===== src/rtl/dsl_pkg.sv =====
package dsl_pkg;

    typedef enum logic [1:0] {
        PH_IDLE = 2'd0,
        PH_BITS = 2'd1,
        PH_ACK  = 2'd2
    } phase_e;

    typedef enum logic [1:0] {
        K_ADDR = 2'd0,
        K_CTRL = 2'd1,
        K_DATA = 2'd2
    } kind_e;

endpackage


===== src/rtl/dsl_line_sampler.sv =====
module dsl_line_sampler #(
    parameter int SYNC_STAGES = 2
) (
    input  logic clk,
    input  logic rst_n,
    input  logic scl_i,
    input  logic sda_i,
    output logic sda_o,
    output logic scl_rise_o,
    output logic scl_fall_o,
    output logic start_o,
    output logic stop_o
);

    typedef struct packed {
        logic [SYNC_STAGES-1:0] scl_sh;
        logic [SYNC_STAGES-1:0] sda_sh;
        logic                   scl_prev;
        logic                   sda_prev;
    } smp_t;

    smp_t q, d;
    logic scl_now, sda_now;

    assign scl_now = q.scl_sh[SYNC_STAGES-1];
    assign sda_now = q.sda_sh[SYNC_STAGES-1];

    always_comb begin
        d          = q;
        d.scl_sh   = {q.scl_sh[SYNC_STAGES-2:0], scl_i};
        d.sda_sh   = {q.sda_sh[SYNC_STAGES-2:0], sda_i};
        d.scl_prev = scl_now;
        d.sda_prev = sda_now;
    end

    always_ff @(posedge clk or negedge rst_n) begin
        if (!rst_n) q <= '1;
        else        q <= d;
    end

    assign sda_o      = sda_now;
    assign scl_rise_o = !q.scl_prev && scl_now;
    assign scl_fall_o = q.scl_prev && !scl_now;
    assign start_o    = q.scl_prev && scl_now && q.sda_prev && !sda_now;
    assign stop_o     = q.scl_prev && scl_now && !q.sda_prev && sda_now;

    // bus events are mutually exclusive in any sampled cycle
    assert_events_exclusive_R3: assert property (@(posedge clk) disable iff (!rst_n)
        $onehot0({start_o, stop_o, scl_rise_o, scl_fall_o}));

endmodule


===== src/rtl/dsl_link_fsm.sv =====
module dsl_link_fsm
    import dsl_pkg::*;
#(
    parameter int BYTE_W = 8,
    parameter int ADDR_W = 7,
    parameter int PIN_W  = 2,
    parameter logic [ADDR_W-PIN_W-1:0] ADDR_HI = 5'b01111
) (
    input  logic              clk,
    input  logic              rst_n,
    input  logic              sda_i,
    input  logic              scl_rise_i,
    input  logic              scl_fall_i,
    input  logic              start_i,
    input  logic              stop_i,
    input  logic [PIN_W-1:0]  pins_i,
    output logic              ack_o,
    output logic              valid_o,
    output logic [BYTE_W-1:0] byte_o,
    output logic              is_ram_o
);

    localparam int CNT_W = $clog2(BYTE_W + 1);
    localparam logic [CNT_W-1:0] CNT_LAST = CNT_W'(BYTE_W - 1);
    localparam logic [CNT_W-1:0] CNT_FULL = CNT_W'(BYTE_W);
    localparam int CO_BIT = BYTE_W - 1;
    localparam int RS_BIT = BYTE_W - 2;

    typedef struct packed {
        phase_e             phase;
        kind_e              kind;
        logic [CNT_W-1:0]   cnt;
        logic [BYTE_W-1:0]  sh;
        logic               take;
        logic               ack;
        logic               stream;
        logic               rs;
        logic               vld;
        logic [BYTE_W-1:0]  dout;
        logic               dram;
    } lk_t;

    lk_t q, d;
    logic [BYTE_W-1:0] nb;
    kind_e             next_kind;

    always_comb begin
        d     = q;
        d.vld = 1'b0;
        nb    = {q.sh[BYTE_W-2:0], sda_i};
        case (q.kind)
            K_ADDR:  next_kind = K_CTRL;
            K_CTRL:  next_kind = K_DATA;
            default: next_kind = q.stream ? K_DATA : K_CTRL;
        endcase

        if (start_i) begin
            d.phase  = PH_BITS;
            d.kind   = K_ADDR;
            d.cnt    = '0;
            d.ack    = 1'b0;
            d.take   = 1'b0;
            d.stream = 1'b0;
        end else if (stop_i) begin
            d.phase = PH_IDLE;
            d.ack   = 1'b0;
            d.cnt   = '0;
        end else begin
            case (q.phase)
                PH_BITS: begin
                    if (scl_rise_i && q.cnt != CNT_FULL) begin
                        d.sh  = nb;
                        d.cnt = q.cnt + 1'b1;
                        if (q.cnt == CNT_LAST) begin
                            case (q.kind)
                                K_ADDR: d.take = (nb[BYTE_W-1 -: ADDR_W] == {ADDR_HI, pins_i})
                                                 && !nb[0];
                                K_CTRL: begin
                                    d.take   = 1'b1;
                                    d.rs     = nb[RS_BIT];
                                    d.stream = !nb[CO_BIT];
                                end
                                default: begin
                                    d.take = 1'b1;
                                    d.vld  = 1'b1;
                                    d.dout = nb;
                                    d.dram = q.rs;
                                end
                            endcase
                        end
                    end else if (scl_fall_i && q.cnt == CNT_FULL) begin
                        d.phase = PH_ACK;
                        d.ack   = q.take;
                    end
                end
                PH_ACK: begin
                    if (scl_fall_i) begin
                        d.ack   = 1'b0;
                        d.cnt   = '0;
                        d.phase = q.take ? PH_BITS : PH_IDLE;
                        d.kind  = next_kind;
                    end
                end
                default: ;
            endcase
        end
    end

    always_ff @(posedge clk or negedge rst_n) begin
        if (!rst_n) q <= '0;
        else        q <= d;
    end

    assign ack_o    = q.ack;
    assign valid_o  = q.vld;
    assign byte_o   = q.dout;
    assign is_ram_o = q.dram;

    // payload strobe never lasts two cycles
    assert_strobe_single_R8: assert property (@(posedge clk) disable iff (!rst_n)
        valid_o |=> !valid_o);

    // acknowledge request only inside the ninth-clock slot
    assert_ack_in_slot_R7: assert property (@(posedge clk) disable iff (!rst_n)
        ack_o |-> q.phase == PH_ACK);

    // STOP idles the receiver and drops the acknowledge
    assert_stop_idles_R3: assert property (@(posedge clk) disable iff (!rst_n)
        stop_i |=> (q.phase == PH_IDLE && !ack_o));

    // START rearms address matching with an empty bit count
    assert_start_rearms_R9: assert property (@(posedge clk) disable iff (!rst_n)
        start_i |=> (q.phase == PH_BITS && q.kind == K_ADDR && q.cnt == '0));

    // a strobe only follows a byte received in payload position
    assert_strobe_payload_R5: assert property (@(posedge clk) disable iff (!rst_n)
        valid_o |-> $past(q.kind == K_DATA && q.phase == PH_BITS));

endmodule


===== src/rtl/i2c_display_sink.sv =====
module i2c_display_sink #(
    parameter int SYNC_STAGES = 2,
    parameter int BYTE_W      = 8,
    parameter int ADDR_W      = 7,
    parameter int PIN_W       = 2,
    parameter logic [ADDR_W-PIN_W-1:0] ADDR_HI = 5'b01111
) (
    input  logic              clk,
    input  logic              rst_n,
    input  logic              scl_i,
    input  logic              sda_i,
    input  logic [PIN_W-1:0]  addr_pins_i,
    output logic              ack_pull_o,
    output logic              out_valid_o,
    output logic [BYTE_W-1:0] out_byte_o,
    output logic              out_is_ram_o
);

    logic sda_s, scl_rise, scl_fall, start_ev, stop_ev;

    dsl_line_sampler #(
        .SYNC_STAGES (SYNC_STAGES)
    ) u_smp (
        .clk        (clk),
        .rst_n      (rst_n),
        .scl_i      (scl_i),
        .sda_i      (sda_i),
        .sda_o      (sda_s),
        .scl_rise_o (scl_rise),
        .scl_fall_o (scl_fall),
        .start_o    (start_ev),
        .stop_o     (stop_ev)
    );

    dsl_link_fsm #(
        .BYTE_W  (BYTE_W),
        .ADDR_W  (ADDR_W),
        .PIN_W   (PIN_W),
        .ADDR_HI (ADDR_HI)
    ) u_lnk (
        .clk        (clk),
        .rst_n      (rst_n),
        .sda_i      (sda_s),
        .scl_rise_i (scl_rise),
        .scl_fall_i (scl_fall),
        .start_i    (start_ev),
        .stop_i     (stop_ev),
        .pins_i     (addr_pins_i),
        .ack_o      (ack_pull_o),
        .valid_o    (out_valid_o),
        .byte_o     (out_byte_o),
        .is_ram_o   (out_is_ram_o)
    );

endmodule


===== config.mk =====
export PLATFORM = sky130hd
export DESIGN_NAME = i2c_display_sink
export DESIGN_NICKNAME = d
export VERILOG_FILES = /design/src/rtl/dsl_pkg.sv /design/src/rtl/dsl_line_sampler.sv /design/src/rtl/dsl_link_fsm.sv /design/src/rtl/i2c_display_sink.sv
export SDC_FILE = /design/constraint.sdc
export NUM_CORES = 1
export LEC_CHECK = 0
export ABC_AREA = 1
export CORE_MARGIN = 1.5
export CORE_UTILIZATION = 56
export CTS_BUF_LIST = sky130_fd_sc_hd__clkbuf_4 sky130_fd_sc_hd__clkbuf_8 sky130_fd_sc_hd__clkbuf_16
export DETAILED_ROUTE_END_ITERATION = 8
export GPL_ROUTABILITY_DRIVEN = 0
export GPL_TIMING_DRIVEN = 1
export PLACE_DENSITY = 0.84
export REMOVE_ABC_BUFFERS = 1
export SLEW_MARGIN = 40
export SYNTH_ARGS = -nofsm -noshare
export SYNTH_HDL_FRONTEND = slang
export SYNTH_SLANG_ARGS = --single-unit

===== constraint.sdc =====
create_clock -name clk -period 1.9 [get_ports clk]
set_clock_uncertainty 0.15 [all_clocks]
set_input_delay 0.57 -clock clk [delete_from_list [all_inputs] [get_ports clk]]
set_output_delay 0.57 -clock clk [all_outputs]
set_load 0.01 [all_outputs]

---- Yosys cells after proc, flatten, opt, wreduce, memory -nomap -nowiden ----
Index checks and enable logic that the tools add are counted.
operators by class
  muxes and demuxes ....................... 31
  reduce and logical (&&, ||, !) cells .... 32
  $add $sub $neg .......................... 1
  eq/ne operators ......................... 12
  bitwise logic cells ..................... 3
operators with widths
  cell                                                                     count
  12-bit two-way mux                                                       4
  10-bit two-way mux                                                       2
  8-bit two-way mux                                                        2
  2-bit two-way mux                                                        7
  13-bit two-way mux                                                       1
  4-bit by 3-bit inequality test with 1-bit output, second input constant  3
  4-bit AND reduction                                                      3
  6-bit AND reduction                                                      2
  2-bit nonzero test                                                       6
  1-bit logical AND                                                        10
  1-bit two-way mux                                                        9
  4-bit inequality test, second input constant                             2
  2-bit one-hot mux with 2 select lines                                    2
  4-bit one-hot mux with 2 select lines                                    1
  7-bit by 6-bit equality test with 1-bit output                           1
  3-bit AND reduction                                                      2
  1-bit logical NOT                                                        5
  5-bit AND reduction                                                      1
  4-bit by 1-bit adder with 4-bit output, second input constant            1
  2-bit by 1-bit equality test with 1-bit output, second input constant    2
  4-bit by 3-bit equality test with 1-bit output, second input constant    1
  4-bit equality test, second input constant                               1
  4-bit two-way mux                                                        1
  4-bit nonzero test                                                       1
  7 further kinds                                                          9
word-level totals
  word-level logic and storage cells ...... 94
  input bits .............................. 6
  bits in registers ....................... 36
  output and inout bits ................... 11

---- Logic depth before layout (Yosys ltp) ----
  depth in word-level cells ............... 8
  depth in mapped cells ................... 10
  gate-level depth less buffers ........... 10

---- By module ----
A second synthesis with hierarchy kept.
unflattened totals
  cells, all modules ...................... 202
  area, all modules ....................... 1721.7 sq um
modules (own cells, without submodules)
  module            cells each  area each (sq um)  seq. area each (sq um)  instances
  dsl_link_fsm      185         1522.7             725.7                   1
  dsl_line_sampler  17          198.9              157.7                   1

---- Worst setup path after synthesis ----
Ideal clock, no wire load.
  kind .................................... reg-to-reg
  start point ............................. register u_lnk.q[22] (netlist name)
  end point ............................... register u_lnk.q, in the netlist u_lnk.byte_o[6]
  required time ........................... 1.685 ns
  clock period less this slack ............ 1.522 ns
  buffers on the path ..................... 1
  path slack .............................. 0.378 ns
  library setup time ...................... 0.065 ns
  stages on the path, launching flop included .. 11
  arrival time ............................ 1.307 ns
  path through ............................ dfrtp_1 -> inv_1 -> ha_1 -> nand2_1 -> nor2_2 -> nor2_2 -> nand2_2 -> nor2_4 -> buf_6 -> nand2_1 -> nand2_1
between the ends
  word-level cells in the longest chain between the ends .. 3
  elaborated cells between the ends (all ways) .. 4
  classes of those cells .................. 2 x eq/ne; 2 x reduce/logical
ends and longest elaborated chain
  item                             RTL line             text
  from (decl)                      dsl_link_fsm.sv:43   lk_t q, d;
  from (signal assigned)           dsl_link_fsm.sv:110  if (!rst_n) q <= '0;
  from (signal assigned)           dsl_link_fsm.sv:111  else q <= d;
  4-bit inequality test            dsl_link_fsm.sv:71   if (scl_rise_i && q.cnt != CNT_FULL) begin
  1-bit logical AND                dsl_link_fsm.sv:71
  6-bit AND reduction (no line) *  n/a
Every way passes the cells marked *; elsewhere a longest branch is shown, timed or not.
A chain may end at the register's enable or synchronous reset.

---- Worst setup path after layout ----
  start point ............................. register u_lnk.q[23] (netlist name)
  end point ............................... register u_lnk.q, in the netlist u_lnk.byte_o[0]
Same word-level chain as after synthesis.

==> impl_metrics.prom <==
# TYPE chip_impl_metric gauge
chip_impl_info{name="outcome",value="completed"} 1
chip_impl_info{name="worst_setup_path_startpoint",value="u_lnk.q[23]"} 1
chip_impl_info{name="layout.cells.most_common",value="sky130_fd_sc_hd__nand2_1"} 1
chip_impl_metric{name="power.static_leakage",unit="nW"} 1.11
chip_impl_info{name="cts_tree",value="built"} 1
chip_impl_metric{name="design.final.nets",unit=""} 251
chip_impl_metric{name="worst-endpoint-arrival",unit="ns"} 1.84
chip_impl_metric{name="r2r_setup_slack",unit="ns"} 0.15
chip_impl_metric{name="post_placement_cell_count",unit=""} 278
chip_impl_metric{name="timing.final.crit_period",unit="ns"} 1.75
chip_impl_metric{name="clock_path_buffers",unit=""} 2
chip_impl_metric{name="placeableCoreArea",unit="mm²"} 0.00303
chip_impl_info{name="regToRegEndpoint",value="u_lnk.byte_o[0]"} 1
chip_impl_metric{name="firstDrtPassIters",unit=""} 4
chip_impl_metric{name="die_y",unit="µm"} 59.0
chip_impl_metric{name="maxSlewHeadroom",unit="%"} 78.6
chip_impl_metric{name="ir_drop",unit="µV"} 625
chip_impl_info{name="holdCritPathClass",value="reg -> reg"} 1
chip_impl_info{name="grt_busiest_layer",value="met2"} 1
chip_impl_metric{name="antenna_cells_inserted",unit=""} 0
chip_impl_metric{name="wire_per_inst",unit="µm"} 11.3
chip_impl_metric{name="htree_num_levels",unit=""} 2
chip_impl_metric{name="finalCritPeriodShare",unit="%"} 92.3
chip_impl_metric{name="fp.dieArea",unit="mm²"} 0.00348
chip_impl_metric{name="grtUsageMet2",unit="%"} 33.3
chip_impl_metric{name="synth-seq-area-share",unit="%"} 50.3
chip_impl_metric{name="ant_nets",unit=""} 0
chip_impl_metric{name="num-fill-cells",unit=""} 258
chip_impl_metric{name="critPathMaxFanout",unit=""} 9
chip_impl_metric{name="place.detailed.hpwl",unit="mm"} 2.34
chip_impl_metric{name="total_power_density_per_cell_area",unit="mW/mm²"} 983
chip_impl_metric{name="post_route_cells_drive_above_1_share",unit="%"} 11.6
chip_impl_metric{name="worst_setup_hold_path_clk_slew",unit="ns"} 0.11
chip_impl_metric{name="setup_total_negative_slack",unit="ns"} 0
chip_impl_metric{name="initial_antenna_violation_count",unit=""} 0
chip_impl_info{name="critPathLaunchType",value="flip-flop"} 1
chip_impl_info{name="clock_tree.root_cell",value="sky130_fd_sc_hd__clkbuf_4"} 1
chip_impl_metric{name="fin_area",unit="mm²"} 0.00201
chip_impl_metric{name="hold_buffers",unit=""} 0
chip_impl_metric{name="grt-ovfl-total",unit=""} 0
chip_impl_metric{name="syn-cell-area",unit="mm²"} 0.00176
chip_impl_metric{name="synthesis.instances",unit=""} 227
chip_impl_metric{name="vias_per_cell",unit=""} 4.87
chip_impl_info{name="mostFrequentLayoutCells",value="sky130_fd_sc_hd__nand2_1, sky130_fd_sc_hd__inv_1, sky130_fd_sc_hd__dfrtp_1"} 1
chip_impl_metric{name="r2r_cells",unit=""} 10
chip_impl_metric{name="clkLatencyLatePin",unit="ns"} 0.34
chip_impl_metric{name="drc",unit=""} 0
chip_impl_metric{name="yosys_warnings",unit=""} 0
chip_impl_metric{name="post_synth_num_cell_types",unit=""} 20
chip_impl_metric{name="dieWidth",unit="µm"} 59.0
chip_impl_metric{name="area.sequential",unit="µm²"} 885
chip_impl_metric{name="route.vias.total",unit=""} 1392
chip_impl_metric{name="tritoncts.num_buffers",unit=""} 5
chip_impl_metric{name="fmax",unit="MHz"} 570
chip_impl_metric{name="setup_viol_count_final",unit=""} 0
chip_impl_metric{name="first_global_vias",unit=""} 1284
chip_impl_metric{name="effective_utilization_at_floorplan",unit="%"} 58.0
chip_impl_info{name="rsz0062_at_grt",value="false"} 1
chip_impl_metric{name="finish.cell_count_without_fillers",unit=""} 286
chip_impl_info{name="worst-setup-path-type",value="reg -> reg"} 1
chip_impl_metric{name="placed_cell_area",unit="mm²"} 0.00193
chip_impl_metric{name="placement.io_buffers",unit=""} 16
chip_impl_metric{name="numClockSinks",unit=""} 35
chip_impl_info{name="timing.critical_path.to",value="u_lnk.byte_o[0]"} 1
chip_impl_metric{name="cts.repair.resized",unit=""} 11
chip_impl_metric{name="overall_global_routing_usage",unit="%"} 21.2
chip_impl_metric{name="postCtsSetupRepairBufs",unit=""} 0
chip_impl_metric{name="report.final.hold_viol_count",unit=""} 0
chip_impl_metric{name="layout.core_utilization",unit="%"} 66.3
chip_impl_metric{name="postSynthRegisterBits",unit=""} 35
chip_impl_metric{name="post-layout-total-power",unit="W"} 0.00197
chip_impl_info{name="worstReg2RegStart",value="u_lnk.q[23]"} 1
chip_impl_metric{name="final-max-slew-violation-count",unit=""} 0
chip_impl_metric{name="design.portCount",unit=""} 17
chip_impl_metric{name="pin_count_of_the_biggest_net_entering_global_routing",unit=""} 36
chip_impl_metric{name="cp_data_required_time",unit="ns"} 1.98
chip_impl_metric{name="cap_violations",unit=""} 0
chip_impl_metric{name="area_added_between_synthesis_and_finish",unit="%"} 14.3
chip_impl_metric{name="core.rowCount",unit=""} 20
chip_impl_metric{name="route.final.wire_length",unit="mm"} 3.23
chip_impl_metric{name="use_met1",unit="%"} 27.4
chip_impl_metric{name="grt_first_pass_wirelength",unit="mm"} 5.41
chip_impl_metric{name="postSynthAreaPerCell",unit="µm²"} 7.74
chip_impl_metric{name="global_route_met3_usage",unit="%"} 6.11
chip_impl_metric{name="area_of_combinational_cells_with_multiple_inputs",unit="µm²"} 672
chip_impl_metric{name="worst_slew_pin_slew",unit="ns"} 0.320
chip_impl_metric{name="drt_iter0_drcs",unit=""} 82
chip_impl_info{name="worstSetupEndpointType",value="flip-flop"} 1
[report_power, final]
group          leakage (nW)  switching [W]  internal, W  total (W)
registers             0.459      0.0000771     0.000838   0.000915
clock network        0.0489       0.000254     0.000318   0.000572
logic                 0.605       0.000313     0.000174   0.000486
total                  1.11       0.000644      0.00133    0.00197
[synthesized netlist by cell type, drive strengths merged]
cell     n  area share (%)
o22ai    1            0.36
nand3   15             4.3
a21oi    3            0.85
inv     32             6.8
nor3     4             1.1
nand2   90              20
buf     11             4.6
nand4    3             1.1
dfstp    6             9.0
dfrtp   29              41
o21bai   1            0.43
nor2    19             4.9
ha       4             2.8
o21ai    9             2.6
[sequential cells by signal, indices dropped and copies added (netlist names)]
| name | cells |
|---|---|
| u_lnk.is_ram_o | 1 |
| u_smp.q | 2 |
| u_smp.sda_o | 1 |
| u_lnk.byte_o | 8 |
| u_lnk.q | 11 |
| u_lnk.valid_o | 1 |
| u_smp.d | 3 |
| u_lnk.nb | 7 |
| u_lnk.ack_o | 1 |
[worst max-delay path, cell delays in order, from the launching register on]
cell and delay, ns:
sky130_fd_sc_hd__dfrtp_1 0.44, sky130_fd_sc_hd__inv_1 0.06, sky130_fd_sc_hd__ha_1 0.19, sky130_fd_sc_hd__nand2_1 0.08
sky130_fd_sc_hd__nor2_2 0.04, sky130_fd_sc_hd__nor2_2 0.14, sky130_fd_sc_hd__nand2_2 0.12, sky130_fd_sc_hd__nor2_4 0.17
sky130_fd_sc_hd__inv_2 0.12, sky130_fd_sc_hd__nand2_1 0.08, sky130_fd_sc_hd__nand2_1 0.05
[worst min-delay path by stage]
stage | to | startpoint | cells past startpoint
after floorplan | u_lnk.ack_o | rst_n | 0
after global placement | u_smp.d[1] | u_smp.d[5] | 0
after detailed placement | u_smp.sda_o | u_smp.d[3] | 0
after CTS | u_smp.sda_o | u_smp.d[3] | 0
after global routing | u_smp.sda_o | u_smp.d[3] | 0
final | u_smp.sda_o | u_smp.d[3] | 0
[final cells by class]
cell class | instances | share of cell area (%)
inverter | 32 | 5.98
timing repair buffer | 18 | 9.28
clock buffer | 6 | 2.55
sequential | 35 | 44.0
clock inverter | 2 | 1.93
tap | 44 | 2.74
multi-input combinational | 149 | 33.5
[cell families (layout without fill, tap and decap cells)]
group	after synthesis	after routing	synth area share (%)
DFF	35	35	50.3
AOI/OAI and AO/OA	14	14	4.20
adders and majority gates	4	4	2.85
buffers and inverters	43	58	11.5
and+or+nand+nor	131	131	31.2
[per-stage QoR]
stage / hold slack (ns) / setup slack [ns]
global route: 0.216 / 0.00623
global placement: 0.197 / 0.163
detailed placement: 0.199 / 0.158
floorplan: 0.124 / 0.270
CTS: 0.215 / 0.126
finish: 0.212 / 0.146
[per-layer routing]
| layer | part of all wire [%] | routed length [µm] |
|---|---|---|
| met1 | 47 | 1530 |
| met2 | 47 | 1520 |
| met3 | 4.2 | 136 |
| met4 | 1.5 | 49 |
| met5 | 0 | 0 |
Note: power is estimated with default switching activity, not from simulation.
